**src/rtl/exc_pkg.sv**
```systemverilog
package exc_pkg;

    typedef enum logic [2:0] {
        EK_RST  = 3'd0,
        EK_DABT = 3'd1,
        EK_FIQ  = 3'd2,
        EK_IRQ  = 3'd3,
        EK_PABT = 3'd4,
        EK_UND  = 3'd5,
        EK_SWI  = 3'd6
    } exc_kind_e;

    localparam int NKIND = 7;
    localparam int NBANK = 5;
    localparam int BIW   = $clog2(NBANK);

    localparam logic [4:0] MODE_FIQ = 5'b10001;
    localparam logic [4:0] MODE_IRQ = 5'b10010;
    localparam logic [4:0] MODE_SVC = 5'b10011;
    localparam logic [4:0] MODE_ABT = 5'b10111;
    localparam logic [4:0] MODE_UND = 5'b11011;

    typedef struct packed {
        logic           hit;
        logic [BIW-1:0] idx;
    } bank_sel_t;

    function automatic logic [4:0] kind_mode(exc_kind_e k);
        case (k)
            EK_FIQ:          return MODE_FIQ;
            EK_IRQ:          return MODE_IRQ;
            EK_DABT, EK_PABT: return MODE_ABT;
            EK_UND:          return MODE_UND;
            default:         return MODE_SVC;
        endcase
    endfunction

    function automatic logic [7:0] kind_vector(exc_kind_e k);
        case (k)
            EK_RST:  return 8'h00;
            EK_UND:  return 8'h04;
            EK_SWI:  return 8'h08;
            EK_PABT: return 8'h0C;
            EK_DABT: return 8'h10;
            EK_IRQ:  return 8'h18;
            default: return 8'h1C;
        endcase
    endfunction

    function automatic logic [3:0] kind_ret_off(exc_kind_e k);
        case (k)
            EK_IRQ, EK_FIQ, EK_PABT: return 4'd4;
            EK_DABT:                 return 4'd8;
            default:                 return 4'd0;
        endcase
    endfunction

    function automatic bank_sel_t mode_bank(logic [4:0] m);
        bank_sel_t b;
        b.hit = 1'b1;
        case (m)
            MODE_FIQ: b.idx = BIW'(0);
            MODE_IRQ: b.idx = BIW'(1);
            MODE_SVC: b.idx = BIW'(2);
            MODE_ABT: b.idx = BIW'(3);
            MODE_UND: b.idx = BIW'(4);
            default: begin
                b.hit = 1'b0;
                b.idx = '0;
            end
        endcase
        return b;
    endfunction

endpackage

```
**src/rtl/exc_arbiter.sv**
```systemverilog
module exc_arbiter #(
    parameter int NREQ = 7,
    localparam int SW  = $clog2(NREQ)
) (
    input  logic [NREQ-1:0] req,
    output logic            any,
    output logic [SW-1:0]   sel
);
    // Index 0 is the highest priority: scan from the lowest upward so the
    // last assignment is the winner.
    always_comb begin
        any = 1'b0;
        sel = '0;
        for (int i = NREQ - 1; i >= 0; i--) begin
            if (req[i]) begin
                any = 1'b1;
                sel = SW'(i);
            end
        end
    end
endmodule

```
**src/rtl/exc_lookup.sv**
```systemverilog
module exc_lookup
    import exc_pkg::*;
#(
    parameter int AW = 32,
    parameter logic [AW-1:0] VBASE = '0
) (
    input  exc_kind_e       kind,
    output logic [4:0]      mode,
    output logic [AW-1:0]   vec,
    output logic            set_fmask
);
    always_comb begin
        mode      = kind_mode(kind);
        vec       = VBASE + AW'(kind_vector(kind));
        set_fmask = (kind == EK_RST) || (kind == EK_FIQ);
    end
endmodule

```
**src/rtl/exc_bank.sv**
```systemverilog
module exc_bank
    import exc_pkg::*;
#(
    parameter int AW = 32,
    parameter int DW = 32
) (
    input  logic           clk,
    input  logic           rst_n,
    input  logic           we,
    input  logic [BIW-1:0] widx,
    input  logic [AW-1:0]  wlr,
    input  logic [DW-1:0]  wpsr,
    input  exc_kind_e      wkind,
    input  logic [BIW-1:0] ridx,
    output logic [AW-1:0]  rlr,
    output logic [DW-1:0]  rpsr,
    output exc_kind_e      rkind
);
    typedef struct packed {
        logic [AW-1:0] lr;
        logic [DW-1:0] psr;
        exc_kind_e     kind;
    } bank_ent_t;

    bank_ent_t ent_q [NBANK];

    for (genvar b = 0; b < NBANK; b++) begin : g_bank
        bank_ent_t ent_d;
        always_comb begin
            ent_d = ent_q[b];
            if (we && (widx == BIW'(b))) begin
                ent_d.lr   = wlr;
                ent_d.psr  = wpsr;
                ent_d.kind = wkind;
            end
        end
        always_ff @(posedge clk or negedge rst_n) begin
            if (!rst_n) ent_q[b] <= '{lr: '0, psr: '0, kind: EK_RST};
            else        ent_q[b] <= ent_d;
        end
    end

    always_comb begin
        rlr   = '0;
        rpsr  = '0;
        rkind = EK_RST;
        for (int b = 0; b < NBANK; b++) begin
            if (ridx == BIW'(b)) begin
                rlr   = ent_q[b].lr;
                rpsr  = ent_q[b].psr;
                rkind = ent_q[b].kind;
            end
        end
    end
endmodule

```
**src/rtl/exc_entry_ctrl.sv**
```systemverilog
module exc_entry_ctrl
    import exc_pkg::*;
#(
    parameter int AW = 32,
    parameter int DW = 32,
    parameter logic [AW-1:0] VBASE = '0
) (
    input  logic          clk,
    input  logic          rst_n,
    input  logic          req_rst,
    input  logic          req_dabt,
    input  logic          req_fiq,
    input  logic          req_irq,
    input  logic          req_pabt,
    input  logic          req_und,
    input  logic          req_swi,
    input  logic [AW-1:0] pc_in,
    input  logic [DW-1:0] cpsr_in,
    input  logic          exc_ret,
    output logic          redirect,
    output logic          entry,
    output logic [AW-1:0] pc_out,
    output logic [DW-1:0] psr_out,
    output logic [4:0]    bank_mode,
    output logic [AW-1:0] bank_lr,
    output logic [DW-1:0] bank_psr
);
    localparam int KW = $clog2(NKIND);

    typedef struct packed {
        logic          redirect;
        logic          entry;
        logic [AW-1:0] pc;
        logic [DW-1:0] psr;
        logic [4:0]    bmode;
        logic [AW-1:0] blr;
        logic [DW-1:0] bpsr;
    } ctl_t;

    ctl_t st_d, st_q;

    logic [NKIND-1:0] acc_req;
    logic             take;
    logic [KW-1:0]    sel_raw;
    exc_kind_e        sel_kind;
    logic [4:0]       tgt_mode;
    logic [AW-1:0]    tgt_vec;
    logic             tgt_fmask;
    bank_sel_t        wsel, rsel;
    logic [AW-1:0]    rd_lr;
    logic [DW-1:0]    rd_psr;
    exc_kind_e        rd_kind;

    always_comb begin
        acc_req = {req_swi, req_und, req_pabt,
                   req_irq & ~cpsr_in[7],
                   req_fiq & ~cpsr_in[6],
                   req_dabt, req_rst};
        sel_kind = exc_kind_e'(sel_raw);
        wsel     = mode_bank(tgt_mode);
        rsel     = mode_bank(cpsr_in[4:0]);
    end

    exc_arbiter #(.NREQ(NKIND)) u_arb (
        .req (acc_req),
        .any (take),
        .sel (sel_raw)
    );

    exc_lookup #(.AW(AW), .VBASE(VBASE)) u_lut (
        .kind      (sel_kind),
        .mode      (tgt_mode),
        .vec       (tgt_vec),
        .set_fmask (tgt_fmask)
    );

    exc_bank #(.AW(AW), .DW(DW)) u_bank (
        .clk   (clk),
        .rst_n (rst_n),
        .we    (take),
        .widx  (wsel.idx),
        .wlr   (pc_in),
        .wpsr  (cpsr_in),
        .wkind (sel_kind),
        .ridx  (rsel.idx),
        .rlr   (rd_lr),
        .rpsr  (rd_psr),
        .rkind (rd_kind)
    );

    always_comb begin
        st_d          = st_q;
        st_d.redirect = 1'b0;
        st_d.entry    = 1'b0;
        if (take) begin
            st_d.redirect = 1'b1;
            st_d.entry    = 1'b1;
            st_d.pc       = tgt_vec;
            st_d.psr      = cpsr_in;
            st_d.psr[4:0] = tgt_mode;
            st_d.psr[5]   = 1'b0;
            st_d.psr[7]   = 1'b1;
            if (tgt_fmask) st_d.psr[6] = 1'b1;
            st_d.bmode    = tgt_mode;
            st_d.blr      = pc_in;
            st_d.bpsr     = cpsr_in;
        end else if (exc_ret && rsel.hit) begin
            st_d.redirect = 1'b1;
            st_d.pc       = rd_lr - AW'(kind_ret_off(rd_kind));
            st_d.psr      = rd_psr;
        end
    end

    always_ff @(posedge clk or negedge rst_n) begin
        if (!rst_n) st_q <= '0;
        else        st_q <= st_d;
    end

    assign redirect  = st_q.redirect;
    assign entry     = st_q.entry;
    assign pc_out    = st_q.pc;
    assign psr_out   = st_q.psr;
    assign bank_mode = st_q.bmode;
    assign bank_lr   = st_q.blr;
    assign bank_psr  = st_q.bpsr;
endmodule

```
**config.mk**
```make
export PLATFORM = sky130hd
export DESIGN_NAME = exc_entry_ctrl
export DESIGN_NICKNAME = d
export VERILOG_FILES = /design/src/rtl/exc_pkg.sv /design/src/rtl/exc_arbiter.sv /design/src/rtl/exc_lookup.sv /design/src/rtl/exc_bank.sv /design/src/rtl/exc_entry_ctrl.sv
export SDC_FILE = /design/constraint.sdc
export NUM_CORES = 1
export LEC_CHECK = 0
export CORE_MARGIN = 1
export CORE_UTILIZATION = 54
export CTS_BUF_LIST = sky130_fd_sc_hd__clkbuf_4
export CTS_CLUSTER_SIZE = 20
export DETAILED_ROUTE_END_ITERATION = 8
export PLACE_DENSITY = 0.76
export REMOVE_ABC_BUFFERS = 1
export SLEW_MARGIN = 20
export SYNTH_ARGS = -nofsm -noshare
export SYNTH_HDL_FRONTEND = slang
export SYNTH_SLANG_ARGS = --single-unit
```
**constraint.sdc**
```tcl
create_clock -name clk -period 3.12 [get_ports clk]
set_input_delay 0.624 -clock clk [delete_from_list [all_inputs] [get_ports clk]]
set_output_delay 0.624 -clock clk [all_outputs]
set_load 0.02 [all_outputs]
```
; Word-level counts from Yosys, hierarchy flattened
; Cells that the tools add are included.
[word_totals]
romBits = 0
wordCells = 111
regBits = 470
ramBits = 0
n_memories = 0
latch_bits = 0
[op_classes]
eq_ne = 27
n_shift = 0
n_bitwise = 4
n_lt_le_gt_ge = 0
mul = 0
add_sub_neg = 1
n_reduce_logical = 14
div = 0
muxes = 43
[op_table]
columns = cell, count
row1 = $mux 32, 10
row2 = $mux 64, 2
row3 = $eq 5x5->1 const B, 9
row4 = $mux 3, 12
row5 = $sub 32x4->32, 1
row6 = $pmux 5 s6, 1
row7 = $eq 3x2->1 const B, 8
row8 = $pmux 3 s4, 2
row9 = $eq 3x3->1 const B, 6
row10 = $pmux 4 s4, 1
row11 = $eq 3x1->1 const B, 4
row12 = $mux 1, 12
row13 = $logic_not 3->1, 3
row14 = $mux 4, 2
row15 = $pmux 4 s2, 1
row16 = $logic_and 1x1->1, 6
row17 = $reduce_or 5->1, 1
row18 = $reduce_or 3->1, 1
row19 = $and 1x1->1, 2
row20 = $not 1->1, 2
row21 = $reduce_bool 2->1, 1
row22 = $reduce_or 2->1, 1
row23 = $logic_or 1x1->1, 1

; Logic depth before layout (Yosys ltp)
; Gate-level depths: netlist (run 1).
[depth]
ltp_word = 16
ltp_mapped = 22
mapped_depth_nobuf = 16

; By module
; A second synthesis (run 1) with hierarchy kept.
[unflattened]
cells_unflattened = 1758
area_unflattened_um2 = 21748.4
[modules_own_cells]
columns = module, area_per_inst_um2, cells_per_inst, n_inst, seq_area_each_um2
row1 = exc_bank, 15016.9, 1104, 1, 8383.0
row2 = exc_entry_ctrl, 6352.3, 598, 1, 3378.2
row3 = exc_lookup, 312.8, 45, 1, 0.0
row4 = exc_arbiter, 66.3, 11, 1, 0.0

; Worst setup path after synthesis (run 1)
; Ideal clock, no wire load.
[synth_path]
path_kind = input to register
startpoint = in cpsr_in[0]
endpoint = reg st_q (netlist bit pc_out[27])
cell_stages = 21
required_ns = 2.998
setup_slack_ns = -1.181
setup_time_ns = 0.122
t_arrival_ns = 4.180
n_path_buf = 6
path_cell_list = buf_4 > o21ba_1 > or3_1 > clkbuf_1 > buf_2 > buf_1 > buf_1 > nand2_1 > nand2_1 > o21ai_0 > nand3_1 > o21ai_0 > inv_1 > ha_1 > a21oi_1 > and3b_1 > and3_1 > clkbuf_1 > nand3_1 > or4_1 > a32o_1
[synth_between]
elab_chain_len = 16
elab_cells_between_ends = 36
classes_between = 1 x add/sub / 13 x eq/ne / 17 x mux / 5 x reduce/logical
[synth_rtl]
columns = item, line_no
row1 = "start, declared", exc_entry_ctrl.sv:18  ; input logic [DW-1:0] cpsr_in,
row2 = $eq 5x5->1, exc_pkg.sv:61  ; case (m)
row3 = $pmux 3 s4, exc_pkg.sv:61
row4 = $logic_not 3->1, exc_bank.sv:48  ; if (ridx == BIW'(b)) begin
row5 = $mux 3 (5 in series), exc_bank.sv:48
row6 = $eq 3x2->1 / $eq 3x3->1 (equally long branches), exc_pkg.sv:51  ; case (k)
row7 = $reduce_or 3->1, exc_pkg.sv:51
row8 = $pmux 4 s2, exc_pkg.sv:51
row9 = $mux 4, exc_entry_ctrl.sv:107  ; end else if (exc_ret && rsel.hit) begin
row10 = $mux 4, exc_entry_ctrl.sv:95  ; if (take) begin
row11 = $sub 32x4->32, exc_entry_ctrl.sv:109  ; st_d.pc = rd_lr - AW'(kind_ret_off(rd_kind));
row12 = $mux 64, exc_entry_ctrl.sv:107
row13 = $mux 64, exc_entry_ctrl.sv:95
row14 = "end signal, assigned", exc_entry_ctrl.sv:116  ; else st_q <= st_d;
row15 = "end, declared", exc_entry_ctrl.sv:40  ; ctl_t st_d, st_q;
; Parallel ways exist; a longest one is shown, timed or not. The select of a mux whose other input is x is not followed.
; A chain may end at the register's enable or synchronous reset.

; Worst setup path in the final report (run 1)
[layout_path]
startpoint = in cpsr_in[2]
endpoint = reg st_q (netlist bit pc_out[27])
; The elaborated chain is that of the path after synthesis.

==> run_results.csv, run 1 <==
group,metric,value,unit
drt,vias,17800,
clocking,cts.clk_slew.worst_paths,70,ps
worst_setup_path,worst-path-max-fanout,5,
drt,m1WireLength,25700,um
worst_setup_path,critPathRequiredTime,3830,ps
drt,routed_wl,62000,um
yosys,ys_seq_area_share,54.8,%
sta,max_freq,319,MHz
worst_setup_path,cp_slowest_cell,"or4_4",
pwr,powerDensity,662,nW/um2
yosys,synth.distinct_cells,86,
worst_setup_path,criticalPathCategory,"in2reg",
sta,slew_violations,0,
sta,finalHoldViolations,0,
finish,finalInstanceArea,27000,um2
clocking,cts_tree,"done",
worst_setup_path,critPathMostFrequentCell,"nand3_4",
finish,layout_commonest_cell,"nand2_1",
worst_setup_path,max_stage_delay,530,ps
drt,wl_met3,4350,um
drt,wl_met2,30200,um
placed_design,placed_area,25300,um2
worst_setup_path,path_delay_family,"simple AND/OR/NAND/NOR gates",
sta,finalSetupViolations,2,
floorplan,die_height,201,um
pwr,ir_drop,362,uV
worst_setup_path,startpoint_type,"input port",
yosys,synth_edf_count,0,
finish,finalNetCount,2527,
outcome,status,"complete, but fails checks",
placed_design,dp_cells,2838,
floorplan,core,38900,um2
worst_setup_path,crit_arrival,3840,ps
floorplan,die_w,201,um
clocking,cts_root_buffer,"clkbuf_4",
drt,drt_iter0_markers,1263,
worst_setup_path,crit_chain,"buf_8, o21ba_4, or3_4, a222oi_1, a21oi_1, a21oi_2, buf_4, nand3_4, ha_4, a21oi_4, and3b_1, and3_4, nand3_4, or4_4, a32o_1",
yosys,yosysWarnings,0,
drt,wl_per_cell,20.4,um
yosys,async_reset_ff_share,100,%
pwr,leakagePower,0.0123,uW
clocking,cts_buffers,115,
finish,syn_to_final_growth,26.0,%
yosys,ys.flop_type,"dfrtp_1",
yosys,syn_area,21500,um2
drt,drt_pass1_iterations,5,
yosys,syn_area_per_cell,10.5,um2
drt,highest_layer,"met4",
placed_design,post-place-ws,-1710,ps
outcome,violations,"setup timing",
sta,rsz0062_at_grt,"true",
drt,drcViolationCount,0,
grt,grt_pass1_vias,18600,
floorplan,ios,209,
placed_design,place_congestion,0.910,
sta,setup_ws,-13.4,ps
sta,fin_crit_sh,100,%
yosys,synth_cells,2052,
sta,slew-limit-headroom,36.9,%
finish,stdcell_count,3048,
worst_setup_path,cp_num_buf_inv,2,
grt,grt_max_degree,75,
drt,viasPerCell,5.85,
finish,fillers,2948,
grt,antenna_found_initial,2,
worst_hold_path,hp-class,"in2reg",
finish,utilization,69.5,%
drt,ant_nets,0,
finish,multiInputGateArea,9200,um2
placed_design,io_buffer_count,208,
clocking,cts.path.max_buffers,3,
grt,grt-ovfl-total,0,
finish,final_cell_mix,"nand2_1 (471), dfrtp_1 (470), mux2_2 (259)",
finish,seqCellArea,11800,um2
worst_setup_path,worstSetupEndpointType,"flip-flop",
finish,drive_gt1_share,28.1,%
sta,worstMarginPinSlew,946,ps
clocking,cts_num_sinks,470,
yosys,ys_ff_latch,470,
floorplan,die-area,40500,um2
floorplan,rows,72,
sta,finClkSkew,40.7,ps
grt,grt_first_pass_wirelength,100000,um
run,drv_cap,0,
sta,post-route-min-period,3130,ps
floorplan,start_util,55.1,%
clocking,clock_latency,830,ps
grt,grt_use_total,31.1,%
placed_design,hpwl,41100,um
clocking,htreeDepth,3,
==> state kept, by name, indices dropped and copies added, names as in the netlist <==
signal,count
pc_out,32
entry,1
bank_psr,32
psr_out,32
u_bank.ent_q,335
redirect,1
bank_mode,5
bank_lr,32
==> worst reg2reg max path, cell delays in order, from the launching register on <==
cell	delay, ps
dfrtp_1	410
a222oi_1	330
a21oi_1	130
a21oi_2	170
buf_4	150
nand3_4	70
ha_4	230
a21oi_4	160
and3b_1	180
and3_4	230
nand3_4	80
or4_4	530
a32o_1	230
==> per-layer routing <==
layer	GRT usage, %	up-vias
li1	-	8007
met1	40.6	8940
met2	50.6	757
met3	6.35	137
met4	13.0	0
met5	0	-
==> timing repair <==
item / 4_1_cts / 5_1_grt
endpoints found under the setup margin: 213 / 221
endpoints found under the hold margin: 62 / 0
cloned: 1 / 0
gates resized for setup: 30 / 39
setup buffers: 4 / 3
hold buffers: 1 / 0
pin swaps: 7 / 16
==> logic make-up (layout without fill, tap and decap cells) <==
group / Yosys count / count (layout) / synth area share, %
AOI/OAI and AO/OA: 405 / 405 / 12.2
xor gates and xnor gates: 14 / 14 / 0.606
adders and majority gates: 7 / 7 / 0.443
buffers and inverters: 152 / 627 / 3.35
DFF: 470 / 470 / 54.8
muxes: 265 / 265 / 13.9
other: 0 / 3 / 0
and+or+nand+nor: 739 / 739 / 14.7
==> final cells by class <==
cell class,count,share of cell area (%)
Sequential cell,470,43.5
Timing Repair Buffer,417,14.5
Clock inverter,34,0.796
Tap cell,518,2.40
Multi-Input combinational cell,1430,34.0
Inverter,12,0.176
Clock buffer,164,4.55
Antenna cell,3,0.0278
==> worst paths after layout <==
kind | start | to | slack (ps) | cells past startpoint
max in group asynchronous | rst_n | psr_out[15] | 1710 | 4
worst max-delay path | cpsr_in[2] | pc_out[27] | -10 | 15
worst min register to register | bank_lr[18] | bank_lr[18] | 470 | 2
worst max register to register | u_bank.ent_q[269] | pc_out[27] | 140 | 12
min in group asynchronous | rst_n | bank_psr[26] | 380 | 2
worst min-delay path | cpsr_in[2] | u_bank.ent_q[206] | 80 | 2
==> Yosys cell counts, drive strengths merged (9+ instances only) <==
cell / instances / share of area, %
nand2: 476 / 8.4
a21oi: 114 / 2.7
buf: 49 / 1.6
mux2: 260 / 14
and2: 10 / 0.30
nor2: 132 / 2.3
nand4: 9 / 0.33
clkbuf: 91 / 1.6
a211oi: 11 / 0.38
a221oi: 35 / 1.5
inv: 12 / 0.21
or3: 10 / 0.29
o21ai: 133 / 3.1
dfrtp: 470 / 55
a22oi: 12 / 0.42
nand3: 31 / 0.72
nor2b: 17 / 0.50
==> where the power goes <==
group	leakage [uW]	switching [uW]	internal (uW)	total, uW
Combinational	0.00573	2130	2340	4470
Sequential	0.00567	817	7540	8360
Clock	0.000856	2420	2650	5070
Total	0.0123	5360	12500	17900
==> per-stage QoR <==
step | TNS [ps] | hold WS (ps) | total power (uW)
finish | -18.7 | 79.8 | 17900
global route | -322 | 7.90 | 18800
CTS | 0 | 95.5 | 17900
detailed placement | -246020 | 459 | 12700
global placement | -232840 | 448 | 12400
floorplan | -1932880 | 328 | 10900
Power figures use the tool's default switching activity.
==> run 2, diff against run 1 <==
--- a/config.mk
+++ b/config.mk
@@ -16,3 +16,4 @@
 export SYNTH_ARGS = -nofsm -noshare
 export SYNTH_HDL_FRONTEND = slang
 export SYNTH_SLANG_ARGS = --single-unit
+export TNS_END_PERCENT = 1
==> run_results.csv, run 2 (same netlist as run 1, synthesis figures left out) <==
group,metric,value,unit
sta,slew-limit-headroom,36.2,%
finish,final_cell_mix,"nand2_1 (471), dfrtp_1 (470), mux2_2 (259)",
drt,routed_wl,62900,um
clocking,cts_num_sinks,470,
drt,vias,17900,
drt,drt_pass1_iterations,6,
worst_setup_path,worst-path-max-fanout,5,
pwr,powerDensity,662,nW/um2
sta,slew_violations,0,
run,drv_cap,0,
floorplan,ios,209,
floorplan,die-area,40500,um2
clocking,htreeDepth,3,
drt,viasPerCell,5.86,
sta,fin_crit_sh,102,%
finish,finalNetCount,2534,
sta,finClkSkew,33.3,ps
placed_design,dp_cells,2838,
sta,finalSetupViolations,13,
grt,grt_pass1_vias,18600,
floorplan,core,38900,um2
clocking,clock_latency,820,ps
floorplan,die_height,201,um
worst_setup_path,startpoint_type,"input port",
floorplan,die_w,201,um
floorplan,rows,72,
finish,seqCellArea,11800,um2
outcome,violations,"setup timing",
clocking,cts.clk_slew.worst_paths,70,ps
clocking,cts_tree,"done",
finish,utilization,69.8,%
worst_setup_path,criticalPathCategory,"in2reg",
sta,fin_setup_tns,-193,ps
pwr,p_total,18000,uW
finish,stdcell_count,3054,
finish,largest_register_ffs,335,
sta,finalHoldViolations,0,
grt,antenna_found_initial,2,
grt,grt_first_pass_wirelength,100000,um
grt,grt_max_degree,75,
drt,ant_nets,0,
finish,layout_commonest_cell,"nand2_1",
drt,drcViolationCount,0,
placed_design,io_buffer_count,208,
pwr,leakagePower,0.0123,uW
worst_setup_path,crit_arrival,3880,ps
sta,rsz0062_at_grt,"true",
worst_setup_path,critPathRequiredTime,3830,ps
placed_design,place_congestion,0.910,
clocking,cts_buffers,115,
clocking,cts_root_buffer,"clkbuf_4",
sta,worstMarginPinSlew,956,ps
finish,regMostFlops,"u_bank.ent_q",
finish,syn_to_final_growth,26.6,%
drt,wl_per_cell,20.6,um
pwr,ir_drop,362,uV
grt,grt_use_total,31.1,%
worst_setup_path,worstSetupEndpointType,"flip-flop",
outcome,status,"complete, but fails checks",
sta,setup_ws,-48.2,ps
grt,grt-ovfl-total,0,
sta,post-route-min-period,3170,ps
sta,max_freq,316,MHz
floorplan,start_util,55.1,%
clocking,cts.path.max_buffers,3,
placed_design,hpwl,41100,um
worst_hold_path,hp-class,"in2reg",
finish,multiInputGateArea,9200,um2
finish,fillers,2928,
finish,drive_gt1_share,28.2,%
placed_design,post-place-ws,-1710,ps
drt,drt_iter0_markers,1259,
-- run 2: metal layers --
metal	global-route usage (%)	vias up	routed length, um
met2	50.4	716	30500
li1	-	8021	-
met4	13.4	0	2000
met5	0	-	0
met3	6.43	145	4270
met1	40.6	9008	26100
-- run 2: report_power, final --
| group | total [uW] | switching, uW | internal (uW) |
|---|---|---|---|
| Combinational | 4540 | 2150 | 2390 |
| Sequential | 8360 | 820 | 7540 |
| Clock | 5080 | 2430 | 2650 |
| Total | 18000 | 5400 | 12600 |
-- run 2: cell type report --
cell class / count / share of cell area [%]
diodes: 2 / 0.0184
clock inverters: 34 / 0.792
repair buffers: 424 / 14.9
inverters: 12 / 0.175
well taps: 518 / 2.39
clock buffers: 164 / 4.53
multi-input cells: 1430 / 33.9
flip-flops and latches: 470 / 43.3
-- run 2: what timing repair did --
action / 4_1_cts / 5_1_grt
hold buffers: 1 / 0
resized for setup: 29 / 43
endpoints found under the setup margin: 213 / 200
buffers inserted: 2 / 7
gates cloned: 1 / 5
endpoints found under the hold margin: 62 / 0
pin swaps: 7 / 16
-- run 2: worst max-delay path, stage by stage --
cell	delay, ps
buf_8	110
o21ba_4	210
or3_4	390
a222oi_1	350
a21oi_1	130
a21oi_2	170
buf_4	140
nand3_2	90
ha_4	240
a21oi_4	160
and3b_1	180
and3_4	230
nand3_4	80
or4_4	530
a32o_1	230
-- run 2: worst paths after layout --
kind | endpoint | depth (start not counted) | slack [ps] | from
setup / recovery | pc_out[27] | 15 | -50 | cpsr_in[2]
hold / removal | u_bank.ent_q[206] | 2 | 80 | cpsr_in[2]
setup reg to reg | pc_out[27] | 12 | 100 | u_bank.ent_q[269]
hold reg to reg | bank_lr[18] | 2 | 470 | bank_lr[18]
max in group asynchronous | psr_out[15] | 4 | 1710 | rst_n
min in group asynchronous | bank_psr[26] | 2 | 380 | rst_n
-- run 2: per-stage QoR --
stage               cell area, um2  hold WS, ps
floorplan                    20800          328
global placement             25300          448
detailed placement           25300          459
CTS                          26800         95.5
global route                 27200         11.5
finish                       27200         80.3
==> run 3, diff against run 2 <==
--- a/config.mk
+++ b/config.mk
@@ -5,7 +5,7 @@
 export SDC_FILE = /design/constraint.sdc
 export NUM_CORES = 1
 export LEC_CHECK = 0
-export CORE_MARGIN = 1
+export CORE_MARGIN = 2
 export CORE_UTILIZATION = 54
 export CTS_BUF_LIST = sky130_fd_sc_hd__clkbuf_4
 export CTS_CLUSTER_SIZE = 20
==> run_results.csv, run 3 (same netlist as run 1, synthesis figures left out) <==
group,metric,value,unit
finish,fillers,2993,
clocking,cts.clk_slew.worst_paths,70,ps
pwr,powerDensity,661,nW/um2
sta,fin_crit_sh,99.5,%
sta,slew-limit-headroom,32.1,%
floorplan,die-area,41400,um2
drt,vias,17800,
worst_setup_path,crit_arrival,3840,ps
pwr,ir_drop,342,uV
drt,wl_per_cell,20.6,um
worst_setup_path,worstSetupEndpointType,"flip-flop",
sta,rsz0062_at_grt,"true",
worst_setup_path,startpoint_type,"input port",
worst_setup_path,critPathRequiredTime,3860,ps
clocking,cts_buffers,119,
floorplan,start_util,54.4,%
clocking,cts_tree,"done",
clocking,cts_num_sinks,470,
worst_setup_path,cp_slowest_cell,"fa_2",
clocking,htreeDepth,3,
sta,worstMarginPinSlew,1020,ps
grt,antenna_found_initial,3,
sta,post-route-min-period,3100,ps
worst_hold_path,hp-class,"in2reg",
worst_setup_path,max_stage_delay,360,ps
run,drv_cap,0,
floorplan,ios,209,
sta,finalSetupViolations,0,
placed_design,hpwl,40000,um
worst_setup_path,ff2ff_setup_slack,140,ps
worst_setup_path,criticalPathCategory,"in2reg",
clocking,clock_latency,870,ps
drt,viasPerCell,5.86,
finish,finalNetCount,2521,
clocking,cts_root_buffer,"clkbuf_4",
pwr,p_total,17800,uW
placed_design,io_buffer_count,208,
placed_design,dp_cells,2835,
drt,routed_wl,62500,um
finish,drive_gt1_share,28.1,%
grt,grt_use_total,30.5,%
grt,grt_first_pass_wirelength,98900,um
worst_setup_path,critPathMostFrequentCell,"buf_4",
clocking,cts.path.max_buffers,3,
sta,max_freq,322,MHz
drt,ant_nets,0,
sta,finalHoldViolations,0,
finish,stdcell_count,3038,
finish,largest_register_ffs,335,
outcome,status,"finished, final reports clean",
floorplan,rows,73,
drt,drcViolationCount,0,
pwr,leakagePower,0.0122,uW
floorplan,core,39500,um2
grt,grt-ovfl-total,0,
finish,syn_to_final_growth,25.5,%
grt,grt_max_degree,78,
finish,regMostFlops,"u_bank.ent_q",
grt,grt_pass1_vias,18300,
worst_setup_path,worst-path-max-fanout,4,
sta,finClkSkew,67.7,ps
finish,final_cell_mix,"nand2_1 (470), dfrtp_1 (470), mux2_2 (257)",
drt,drt_pass1_iterations,5,
worst_setup_path,crit_chain,"buf_2, o21ba_4, or3_4, a222oi_1, a21oi_1, a21oi_2, mux2_4, ha_4, fa_2, inv_2, a2111oi_2, and4_4, buf_4, buf_4, nand3_1, xnor2_1, a211oi_2",
drt,drt_iter0_markers,1430,
floorplan,die_height,203,um
floorplan,die_w,203,um
placed_design,place_congestion,0.899,
sta,slew_violations,0,
## run 3: cell types whose count changed in the layout (fill, tap and decap cells not counted), moves of 4 or more
cell	before	now
clkbuf_16	4	0
clkbuf_4	164	175
buf_4	187	166
buf_6	3	10
clkinv_1	25	10
## run 3: final cells by class
cell class,count,area [um2],share of cell area [%]
multi-input combinational,1430,9180,34.1
tap,525,657,2.44
inverter,12,47.5,0.176
sequential,470,11800,43.7
clock buffer,175,1310,4.88
timing repair buffer,407,3880,14.4
clock inverter,17,101,0.376
antenna,2,5.00,0.0186
## run 3: routing by layer
metal  part of all wire (%)  up-vias  GRT usage [%]  routed length (um)
met1                     41     8903           39.6               25600
met2                     48      766           49.5               29800
met4                    3.4        2           12.8                2150
met3                    8.0      150           7.06                5020
met5                  0.021        -              0                  13
li1                       -     7980              -                   -
## run 3: worst paths after layout
check                             startpoint          endpoint  cells after the start
setup / recovery                  cpsr_in[3]        pc_out[14]                     17
hold / removal                    cpsr_in[4]  u_bank.ent_q[74]                      4
setup reg to reg           u_bank.ent_q[269]        pc_out[14]                     14
hold reg to reg                  bank_lr[13]       bank_lr[13]                      2
max in group asynchronous              rst_n   u_bank.ent_q[4]                      4
min in group asynchronous              rst_n       psr_out[15]                      2
## run 3: repair_timing
| item | in CTS | in global routing |
|---|---|---|
| cloned | 2 | 0 |
| hold buffers | 1 | 0 |
| resized for setup | 33 | 30 |
| pin swaps | 11 | 11 |
| setup endpoints to repair | 93 | 114 |
| setup buffers | 5 | 3 |
| hold endpoints to repair | 56 | 0 |
## run 3: critical path: cells and delay by family
family	cells	cell delay, ps
multiplexers	1	330
XOR/XNOR	1	80
AO/OA/AOI/OAI	6	1140
buffers and inverters	4	480
adder cells (fa/ha/maj)	2	530
AND/OR/NAND/NOR	3	650
## run 3: stage by stage
step	cell area [um2]	hold slack, ps	worst slack, ps	util, %	TNS, ps
2_1_floorplan	20800	328	-8370	-	-1932880
3_5_place_dp	25200	455	-1520	64.0	-250180
3_3_place_gp	25200	449	-1440	64.0	-242330
5_1_grt	26900	216	-66.0	68.3	-1790
4_1_cts	26900	274	-6.27	68.1	-8.83
6_report	26900	218	15.1	68.3	0
## run 3: where the power goes
| group | switching, uW | internal (uW) | leakage, uW | total (uW) |
|---|---|---|---|---|
| sequential | 817 | 7540 | 0.00567 | 8360 |
| combinational | 2110 | 2310 | 0.00569 | 4420 |
| clock | 2440 | 2600 | 0.000856 | 5040 |
| total | 5360 | 12500 | 0.0122 | 17800 |
